**config.mk**
```make
export PLATFORM = sky130hd
export DESIGN_NAME = epp_cycle_engine
export DESIGN_NICKNAME = d
export VERILOG_FILES = /design/src/rtl/epp_cycle_engine.sv
export SDC_FILE = /design/constraint.sdc
export NUM_CORES = 1
export LEC_CHECK = 0
export CAP_MARGIN = 10
export CORE_UTILIZATION = 50
export CTS_BUF_LIST = sky130_fd_sc_hd__clkbuf_2 sky130_fd_sc_hd__clkbuf_4 sky130_fd_sc_hd__clkbuf_8
export CTS_CLUSTER_DIAMETER = 50
export DETAILED_ROUTE_END_ITERATION = 12
export HOLD_SLACK_MARGIN = 0.05
export PLACE_DENSITY = 0.82
export SLEW_MARGIN = 0
export SYNTH_ARGS = -nofsm -noshare
export SYNTH_HDL_FRONTEND = slang
export SYNTH_SLANG_ARGS = --single-unit
export TNS_END_PERCENT = 5
```
**constraint.sdc**
```tcl
create_clock -name clk -period 3.9 [get_ports clk]
set_input_delay 1.17 -clock clk [delete_from_list [all_inputs] [get_ports clk]]
set_output_delay 1.17 -clock clk [all_outputs]
set_load 0.1 [all_outputs]
```
**src/rtl/epp_cycle_engine.sv**
```systemverilog
module epp_cycle_engine #(
  parameter int TMO_CYCLES = 2000,
  parameter int DW = 8
) (
  input  logic          clk,
  input  logic          rst_n,
  input  logic          host_rd_n,
  input  logic          host_wr_n,
  input  logic          host_sel_addr,
  input  logic [DW-1:0] host_wdata,
  output logic [DW-1:0] host_rdata,
  output logic          host_rdy,
  input  logic          cfg_we,
  input  logic          cfg_dir,
  input  logic          cfg_tmo_clr,
  output logic          dir,
  output logic          tmo_flag,
  output logic [DW-1:0] pd_out,
  output logic          pd_oe,
  input  logic [DW-1:0] pd_in,
  output logic          p_write_n,
  output logic          p_dstb_n,
  output logic          p_astb_n,
  input  logic          p_wait_n
);
  localparam int CW = $clog2(TMO_CYCLES + 1);
  localparam logic [CW-1:0] CNT_LAST = CW'(TMO_CYCLES - 1);

  typedef enum logic [1:0] {S_IDLE, S_SETUP, S_STRB, S_DONE} state_t;

  state_t        state;
  logic [1:0]    rd_q, wr_q, wait_q;
  logic [CW-1:0] cnt;
  logic          is_rd, sel_addr;

  wire rd_s   = rd_q[1];
  wire wr_s   = wr_q[1];
  wire wait_s = wait_q[1];
  wire cmd    = is_rd ? rd_s : wr_s;

  assign p_dstb_n = !(state == S_STRB && !sel_addr);
  assign p_astb_n = !(state == S_STRB && sel_addr);
  assign host_rdy = !(state == S_STRB && wait_s);

  always_ff @(posedge clk or negedge rst_n) begin
    if (!rst_n) begin
      rd_q   <= '0;
      wr_q   <= '0;
      wait_q <= '0;
    end else begin
      rd_q   <= {rd_q[0], ~host_rd_n};
      wr_q   <= {wr_q[0], ~host_wr_n};
      wait_q <= {wait_q[0], ~p_wait_n};
    end
  end

  always_ff @(posedge clk or negedge rst_n) begin
    if (!rst_n) begin
      state      <= S_IDLE;
      cnt        <= '0;
      is_rd      <= 1'b0;
      sel_addr   <= 1'b0;
      dir        <= 1'b0;
      tmo_flag   <= 1'b0;
      pd_out     <= '0;
      pd_oe      <= 1'b0;
      p_write_n  <= 1'b1;
      host_rdata <= '0;
    end else begin
      if (cfg_we) begin
        dir <= cfg_dir;
        if (cfg_tmo_clr) tmo_flag <= 1'b0;
      end
      case (state)
        S_IDLE: begin
          if (wr_s && !dir) begin
            pd_out    <= host_wdata;
            pd_oe     <= 1'b1;
            p_write_n <= 1'b0;
            sel_addr  <= host_sel_addr;
            is_rd     <= 1'b0;
            state     <= S_SETUP;
          end else if (rd_s && dir) begin
            pd_oe     <= 1'b0;
            p_write_n <= 1'b1;
            sel_addr  <= host_sel_addr;
            is_rd     <= 1'b1;
            state     <= S_SETUP;
          end
        end
        S_SETUP: begin
          cnt   <= '0;
          state <= S_STRB;
        end
        S_STRB: begin
          if (!cmd) begin
            state <= S_IDLE;
          end else if (wait_s) begin
            if (cnt == CNT_LAST) begin
              tmo_flag <= 1'b1;
              state    <= S_DONE;
            end else begin
              cnt <= cnt + 1'b1;
            end
          end else if (is_rd) begin
            host_rdata <= pd_in;
          end
        end
        S_DONE: if (!cmd) state <= S_IDLE;
        default: state <= S_IDLE;
      endcase
    end
  end
endmodule

```
# Yosys cells after proc, flatten, opt, wreduce, memory -nomap -nowiden
# Index checks and enable logic that the tools add are counted.
[classes] mux=24 reduce_logical=18 n_addsub=1 eq_ne=11 n_bitwise=4
[op_table] cell="$mux 11" count=3
[op_table] cell="$pmux 11 s2" count=1
[op_table] cell="$mux 1" count=13
[op_table] cell="$mux 2" count=6
[op_table] cell="$reduce_and 4->1" count=3
[op_table] cell="$add 11x1->11 const B" count=1
[op_table] cell="$eq 11x11->1 const B" count=1
[op_table] cell="$ne 2x2->1 const B" count=4
[op_table] cell="$pmux 2 s4" count=1
[op_table] cell="$ne 3x3->1 const B" count=2
[op_table] cell="$logic_and 1x1->1" count=5
[op_table] cell="$logic_not 1->1" count=5
[op_table] cell="$eq 2x2->1 const B" count=2
[op_table] cell="$not 1->1" count=4
[op_table] cell="$reduce_and 2->1" count=2
[op_table] cell="$reduce_bool 2->1" count=2
[op_table] cell="$ne 3x2->1 const B" count=1
[op_table] cell="$eq 2x1->1 const B" count=1
[op_table] cell="$logic_not 2->1" count=1
[totals] in_bits=25 wordCells=71 output_inout_bits=23 regBits=41

# Longest topological paths before layout
# Gate-level depths: netlist (run 1).
[logic_depth] word_depth=6 depth_mapped=6 depth_no_buf=5

# Worst setup path after synthesis (run 1)
# No wires, ideal clock.
[synth_path] kind="reg2out" startpoint="register state[1]" endpoint="output port p_dstb_n" stages_incl_launch_ff=3 n_path_buf=0 path_slack_ns=1.347 arrival_ns=1.383 t_required_ns=2.730 cell_sequence="dfrtp_1 and2b_2 nand2b_1"
[synth_between] elab_chain_cells=3
[synth_rtl] element="start: declaration" line_no="31" text="state_t state;"
[synth_rtl] element="start signal: assignment" line_no="59" text="state <= S_IDLE;"
[synth_rtl] element="start signal: assignment" line_no="82" text="state <= S_SETUP;"
[synth_rtl] element="start signal: assignment" line_no="88" text="state <= S_SETUP;"
[synth_rtl] element="$eq 2x2->1" line_no="41" text="assign p_dstb_n = !(state == S_STRB && !sel_addr);"
[synth_rtl] element="$logic_and 1x1->1" line_no="41"
[synth_rtl] element="$logic_not 1->1" line_no="41"
[synth_rtl] element="end: declaration" line_no="22" text="output logic p_dstb_n,"
# Every way passes these cells.

# Worst setup path in the final report (run 1)
[layout_path] startpoint="register pd_out[5]" endpoint="output port pd_out[5]"
[layout_lines] element="start: declaration" line_no="18" text="output logic [DW-1:0] pd_out,"
[layout_lines] element="start signal: assignment" line_no="77" text="pd_out <= host_wdata;"
# No word-level cell between the ends.

==> results of run 1 <==
==> kinds of logic (layout without fill, tap and decap cells) <==
group | after synthesis | after routing
compound gates | 24 | 24
fa+ha+maj | 1 | 1
buf+inv | 6 | 59
flops | 41 | 41
mux | 25 | 25
simple gates | 55 | 55
==> flip-flops by register name, indices dropped and copies added (netlist names) <==
signal / flops
wr_q: 2
pd_oe: 1
rd_q: 2
state: 2
is_rd: 1
pd_out: 8
dir: 1
p_write_n: 1
host_rdata: 8
wait_q: 2
tmo_flag: 1
sel_addr: 1
cnt: 11
==> metrics by stage <==
stage	util, %	cell area, um^2	hold slack (ns)	std cells
floorplan	-	1820	0.331	152
global placement	67.8	2310	0.334	243
detailed placement	67.8	2310	0.338	243
CTS	70.4	2400	0.368	251
global route	70.4	2400	0.370	251
finish	70.4	2400	0.371	251
==> how the worst max path moves through the flow <==
stage | from | end | slack [ns] | depth (start not counted)
floorplan | state[1] | p_dstb_n | 1.35 | 2
global placement | pd_out[4] | pd_out[4] | 1.26 | 1
detailed placement | host_rdata[1] | host_rdata[1] | 1.24 | 1
CTS | pd_out[5] | pd_out[5] | 0.83 | 1
global route | host_rdata[1] | host_rdata[1] | 0.79 | 1
finish | pd_out[5] | pd_out[5] | 0.84 | 1
==> routing by layer <==
metal  wire length [um]  part of all wire [%]  GRT usage, %
met5                  0                     0             0
met4                 77                   2.0          7.56
met3                140                   3.7          6.62
met2               2040                    54          36.4
met1               1510                    40          24.9
==> cells in the final DEF (no fill, tap or decap), types with 3 or more instances in the layout <==
master / n
dfrtp_1: 40
clkdlybuf4s50_1: 40
mux2_2: 18
nand2_1: 16
a21oi_1: 12
nand2b_1: 6
mux2i_1: 6
o31ai_1: 6
or4_1: 6
buf_4: 6
nand3_1: 5
clkbuf_4: 5
inv_1: 4
nor2_1: 4
nor3_1: 3
nor4_1: 3
o21ai_0: 3
==> layout make-up <==
class | count | area (um^2) | area share, %
sequential | 41 | 1030 | 42.7
multi-input combinational | 105 | 764 | 31.8
timing repair buffer | 47 | 450 | 18.7
tap | 46 | 57.6 | 2.39
clock buffer | 6 | 51.3 | 2.13
clock inverter | 2 | 37.5 | 1.56
inverter | 4 | 15.0 | 0.625
==> summary.md, run 1 <==
| Metric | Value |
|---|---|
| Die area | 3880 um^2 |
| Most numerous cell in the Yosys netlist | dfrtp_1 |
| Reg2Reg Capture Point | cnt[7] |
| Pre-CTS WS | roughly 1.2 ns |
| Mux cell area share after synthesis | about 15% |
| Reg-to-Reg Start | cnt[0] |
| Post-synthesis compound-gate area fraction | 8.68% |
| Die Span Y | between 60 and 70 um |
| Filler Cells Inserted | 260 |
| CP delay by family, top | buffers and inverters |
| Xor/xnor share of the synthesized area | 0% |
| # IOs | between 40 and 50 |
| Nets@finish | 230 |
| CP required | about 2.7 ns |
| Hold WC Path Type | reg -> reg |
| Hold Path Cell Cnt | 0 |
| CTS Buf Count | 5 |
| Via/cell ratio | between 5 and 6 |
| Worst-path clk slew | 0.13 ns |
| Final min period | 3.06 ns |
| Area Growth Syn to Fin | 32.3% |
| Setup TNS | 0 ns |
| Post_cts resized | 0 |
| Arr. time, crit path | 1.89 ns |
| Final period utilization | 78.4% |
| Setup slack, reg-to-reg | about 1.7 ns |
| DRC | 0 |
| Synth Register Bits | 41 |
| Initial DRC Count | about 160 |
| Gate Count Post-Synth | around 150 |
| CTS root buf | clkbuf_4 |
| Crit start category | register |
| Routed vias | 1,402 |
| Crit-path cells | clkdlybuf4s50_1 |
| Adder-Cell Fraction of Synth Area | less than 1% |
| Fin. max-slew vios | 0 |
| Max Cap Viol | 0 |
| Status | finished, final reports clean |
| Starting Density | 53.2% |
| Antenna diode count | 0 |
| Routability cong. | 0.817 |
| Total wire length | approximately 3800 um |
| CP Class | reg -> out |
| Vias in the first global route | approximately 1,300 |
| # H-tree levels | 2 |
| Sequential area share after synthesis | 56.5% |
| Measured slew at the worst slew-check pin | approximately 1 ns |
| Ys Warns | 0 |
| Clock Skews | around 0.018 ns |
| Largest net degree at the start of global routing | 42 |
| Setup slack after layout | roughly 0.84 ns |
| CTS tree | done |
| WP buf/inv | 1 |
| CP endpoint kind | output port |
| Initial antenna violation count | 0 |
| Slew margin rel. | about 34% |
| Die X | between 60 and 70 um |
| Area share of the largest cell type after synthesis | 55.1% |
| Layout cells sized above 1 | about a fifth |
| Fmax achieved | 327 MHz |
| Post-CTS Hold Buffers | 0 |
| RSZ-0062 raised after global routing | no |
| Synth Flop Type | dfrtp_1 |
| Synth cell types | 33 |
| Mapped Nets | 178 |
| Post-CTS Setup Inserts | 0 |
| Synth top cells by count | dfrtp_1, mux2_2, nand2_1, a21oi_1 |
| Hold Path End | wr_q[1] |
| DR pass1 iterations | 4 |
| Gr usage total | a little over a fifth |
| Final setup viols | 0 |
| Avg WL per Cell | roughly 15 um |
| Post-detail-place hpwl | between 2000 and 3000 um |
| Clock Latency Late Sink | roughly 0.36 ns |
| EDFF count, synth | 0 |
| First-pass GRT wire length | 6310 um |
| Port Buffer Count | 47 |
| Post-synthesis simple-gate area fraction | 17.4% |
| Total gr overflow | 0 |
| Worst path max stage delay | around 1.2 ns |
| Synth Cell Area | 1820 um^2 |
| Yosys top cell by area | dfrtp_1 |
| FP Rows | 21 |
| CP max FO | 2 |
| Final hold viol count | 0 |
| Core Footprint | roughly 3400 um^2 |
| Maximum buffer depth of the clock tree | 2 |
| TritonCTS Sinks | just over 40 |
| Dominant cells by area after synthesis | dfrtp_1, mux2_2, a21oi_1, mux2i_1, nand2_1 |
| Syn avg cell area | 12.0 um^2 |
| Largest family of logic cells by synthesized area | simple AND/OR/NAND/NOR gates |
| Reg2Reg Depth | 5 |
| Routed Antenna Nets | 0 |
| Slowest CP cell | clkdlybuf4s50_1 |
| Hold Startpoint | wr_q[0] |
| Synth async-reset ratio | 100% |
Power of run 1 is not shown: default switching activity piles up to over one toggle a cycle in this logic, so the estimate is an artifact.
==> inputs of run 2 (changes only) <==
- CORE_UTILIZATION: 50 -> 45
- PLACE_DENSITY: 0.82 -> 0.78
- clock period: 3.9 -> 2.5 ns (I/O delays scaled with it)
==> summary.md, run 2 (synthesis results as in run 1) <==
| Metric | Value |
|---|---|
| Clock Skews | 0.00984 ns (was 0.0182 ns) |
| CP endpoint kind | output port (unchanged) |
| CP Class | reg -> out (unchanged) |
| Via/cell ratio | 5.34 (was 5.59) |
| Initial DRC Count | 111 (was 159) |
| Measured slew at the worst slew-check pin | 0.609 ns (was 0.990 ns) |
| TritonCTS Sinks | 41 (unchanged) |
| # IOs | 48 (unchanged) |
| Final min period | about 2.1 ns |
| Fmax achieved | 470 MHz |
| Hold Startpoint | rd_q[0] (was wr_q[0]) |
| Hold Path Cell Cnt | 0 (unchanged) |
| Biggest regs | cnt: 11 flops, host_rdata: 8 flops, pd_out: 8 flops (unchanged) |
| Initial antenna violation count | 0 (unchanged) |
| CTS root buf | clkbuf_8 (was clkbuf_4) |
| Commonest non-fill, non-tap cell in the layout | dfrtp_1 |
| Avg WL per Cell | 14.4 um (was 15.0 um) |
| First-pass GRT wire length | 6270 um (was 6310 um) |
| Final period utilization | about 85% |
| Hold WC Path Type | reg -> reg (unchanged) |
| Slew margin rel. | 59.2% (was 33.8%) |
| Post-detail-place hpwl | 2800 um (was 2770 um) |
| Filler Cells Inserted | 289 (was 260) |
| Gr usage total | 19.7% (was 21.2%) |
| Nets@finish | 233 (was 230) |
| Core Footprint | 3770 um^2 (was 3420 um^2) |
| FP Rows | 22 (was 21) |
| Reg2Reg Capture Point | cnt[9] (was cnt[7]) |
| Post-CTS Hold Buffers | 0 (unchanged) |
| Max Cap Viol | 0 (unchanged) |
| Reg-to-Reg Start | cnt[0] (unchanged) |
| Fin. max-slew vios | 0 (unchanged) |
| DRC | 0 (unchanged) |
| Largest net degree at the start of global routing | 19 (was 42) |
| Die X | 65.5 um (was 62.3 um) |
| Die Span Y | 65.5 um (was 62.3 um) |
| Vias in the first global route | 1,397 (was 1,328) |
| Final core utilization | 64.5% (was 70.4%) |
| Total gr overflow | 0 (unchanged) |
| Die area | 4300 um^2 (was 3880 um^2) |
| Max reg flops | 11 (unchanged) |
| Hold WS | 0.355 ns (was 0.371 ns) |
| Setup slack after layout | 0.374 ns (was 0.841 ns) |
| RSZ-0062 raised after global routing | no (unchanged) |
| Maximum buffer depth of the clock tree | 2 (unchanged) |
| CTS tree | done (unchanged) |
| Worst-path clk slew | 0.08 ns (was 0.13 ns) |
| Post-CTS Setup Inserts | 0 (unchanged) |
| Status | finished, final reports clean (unchanged) |
| Most flop-heavy register | cnt (unchanged) |
| Antenna diode count | 0 (unchanged) |
| Arr. time, crit path | 1.38 ns (was 1.89 ns) |
| Setup TNS | 0 ns (unchanged) |
| Most frequent cells in the layout | dfrtp_1, clkdlybuf4s50_1, buf_4 (was dfrtp_1, clkdlybuf4s50_1, mux2_2) |
| Routed vias | 1,366 (was 1,402) |
| DR pass1 iterations | 4 (unchanged) |
| Hold Path End | rd_q[1] (was wr_q[1]) |
| Total wire length | 3680 um (was 3770 um) |
| Final setup viols | 0 (unchanged) |
| CTS Buf Count | 5 (unchanged) |
| Routability cong. | 0.927 (was 0.817) |
| Reg2Reg Depth | 6 (was 5) |
| CP max FO | 7 (was 2) |
| Pre-CTS WS | 0.653 ns (was 1.24 ns) |
| Layout cells sized above 1 | 29.3% (was 20.0%) |
| Setup slack, reg-to-reg | 0.64 ns (was 1.74 ns) |
| Crit start category | register (unchanged) |
| Post_cts resized | 0 (unchanged) |
| Routed Antenna Nets | 0 (unchanged) |
| Area Growth Syn to Fin | 33.8% (was 32.3%) |
| Starting Density | 48.2% (was 53.2%) |
| Port Buffer Count | 47 (unchanged) |
| Clock Latency Late Sink | 0.30 ns (was 0.36 ns) |
| # H-tree levels | 2 (unchanged) |
| Final hold viol count | 0 (unchanged) |
| CP required | 1.75 ns (was 2.73 ns) |
-- run 2: final cells by class --
| class | instances | area, um^2 | area share [%] |
|---|---|---|---|
| clock inverters | 2 | 13.8 | 0.566 |
| multi-input cells | 105 | 764 | 31.4 |
| repair buffers | 50 | 468 | 19.2 |
| inverters | 4 | 15.0 | 0.618 |
| well taps | 48 | 60.1 | 2.47 |
| clock buffers | 6 | 82.6 | 3.40 |
| flip-flops and latches | 41 | 1030 | 42.3 |
-- run 2: worst max-delay path, cell delays in order (launching register included) --
cell,delay (ns)
dfrtp_1,0.45
and2b_2,0.29
nand2_1,0.15
buf_12,0.19
-- run 2: routing by layer --
metal | vias up | routed length (um) | global-route usage, %
li1 | 665 | - | -
met1 | 669 | 1610 | 22.8
met2 | 27 | 1860 | 34.4
met3 | 5 | 157 | 5.56
met4 | 0 | 49 | 7.34
met5 | - | 0 | 0
-- run 2: how the worst max path moves through the flow --
stage             start  endpoint  cells past startpoint
6_report       state[0]  host_rdy                      3
5_1_grt        state[0]  host_rdy                      3
4_1_cts        state[0]  host_rdy                      3
3_5_place_dp     cnt[0]    cnt[9]                      6
3_3_place_gp     cnt[0]    cnt[5]                      6
2_1_floorplan  state[1]  p_dstb_n                      2
-- run 2: through the flow --
step | instances | area (um^2)
3_5_place_dp | 248 | 2330
4_1_cts | 256 | 2430
6_report | 256 | 2430
3_3_place_gp | 248 | 2330
5_1_grt | 256 | 2430
2_1_floorplan | 152 | 1820
Power of run 2 is left out for the same reason.
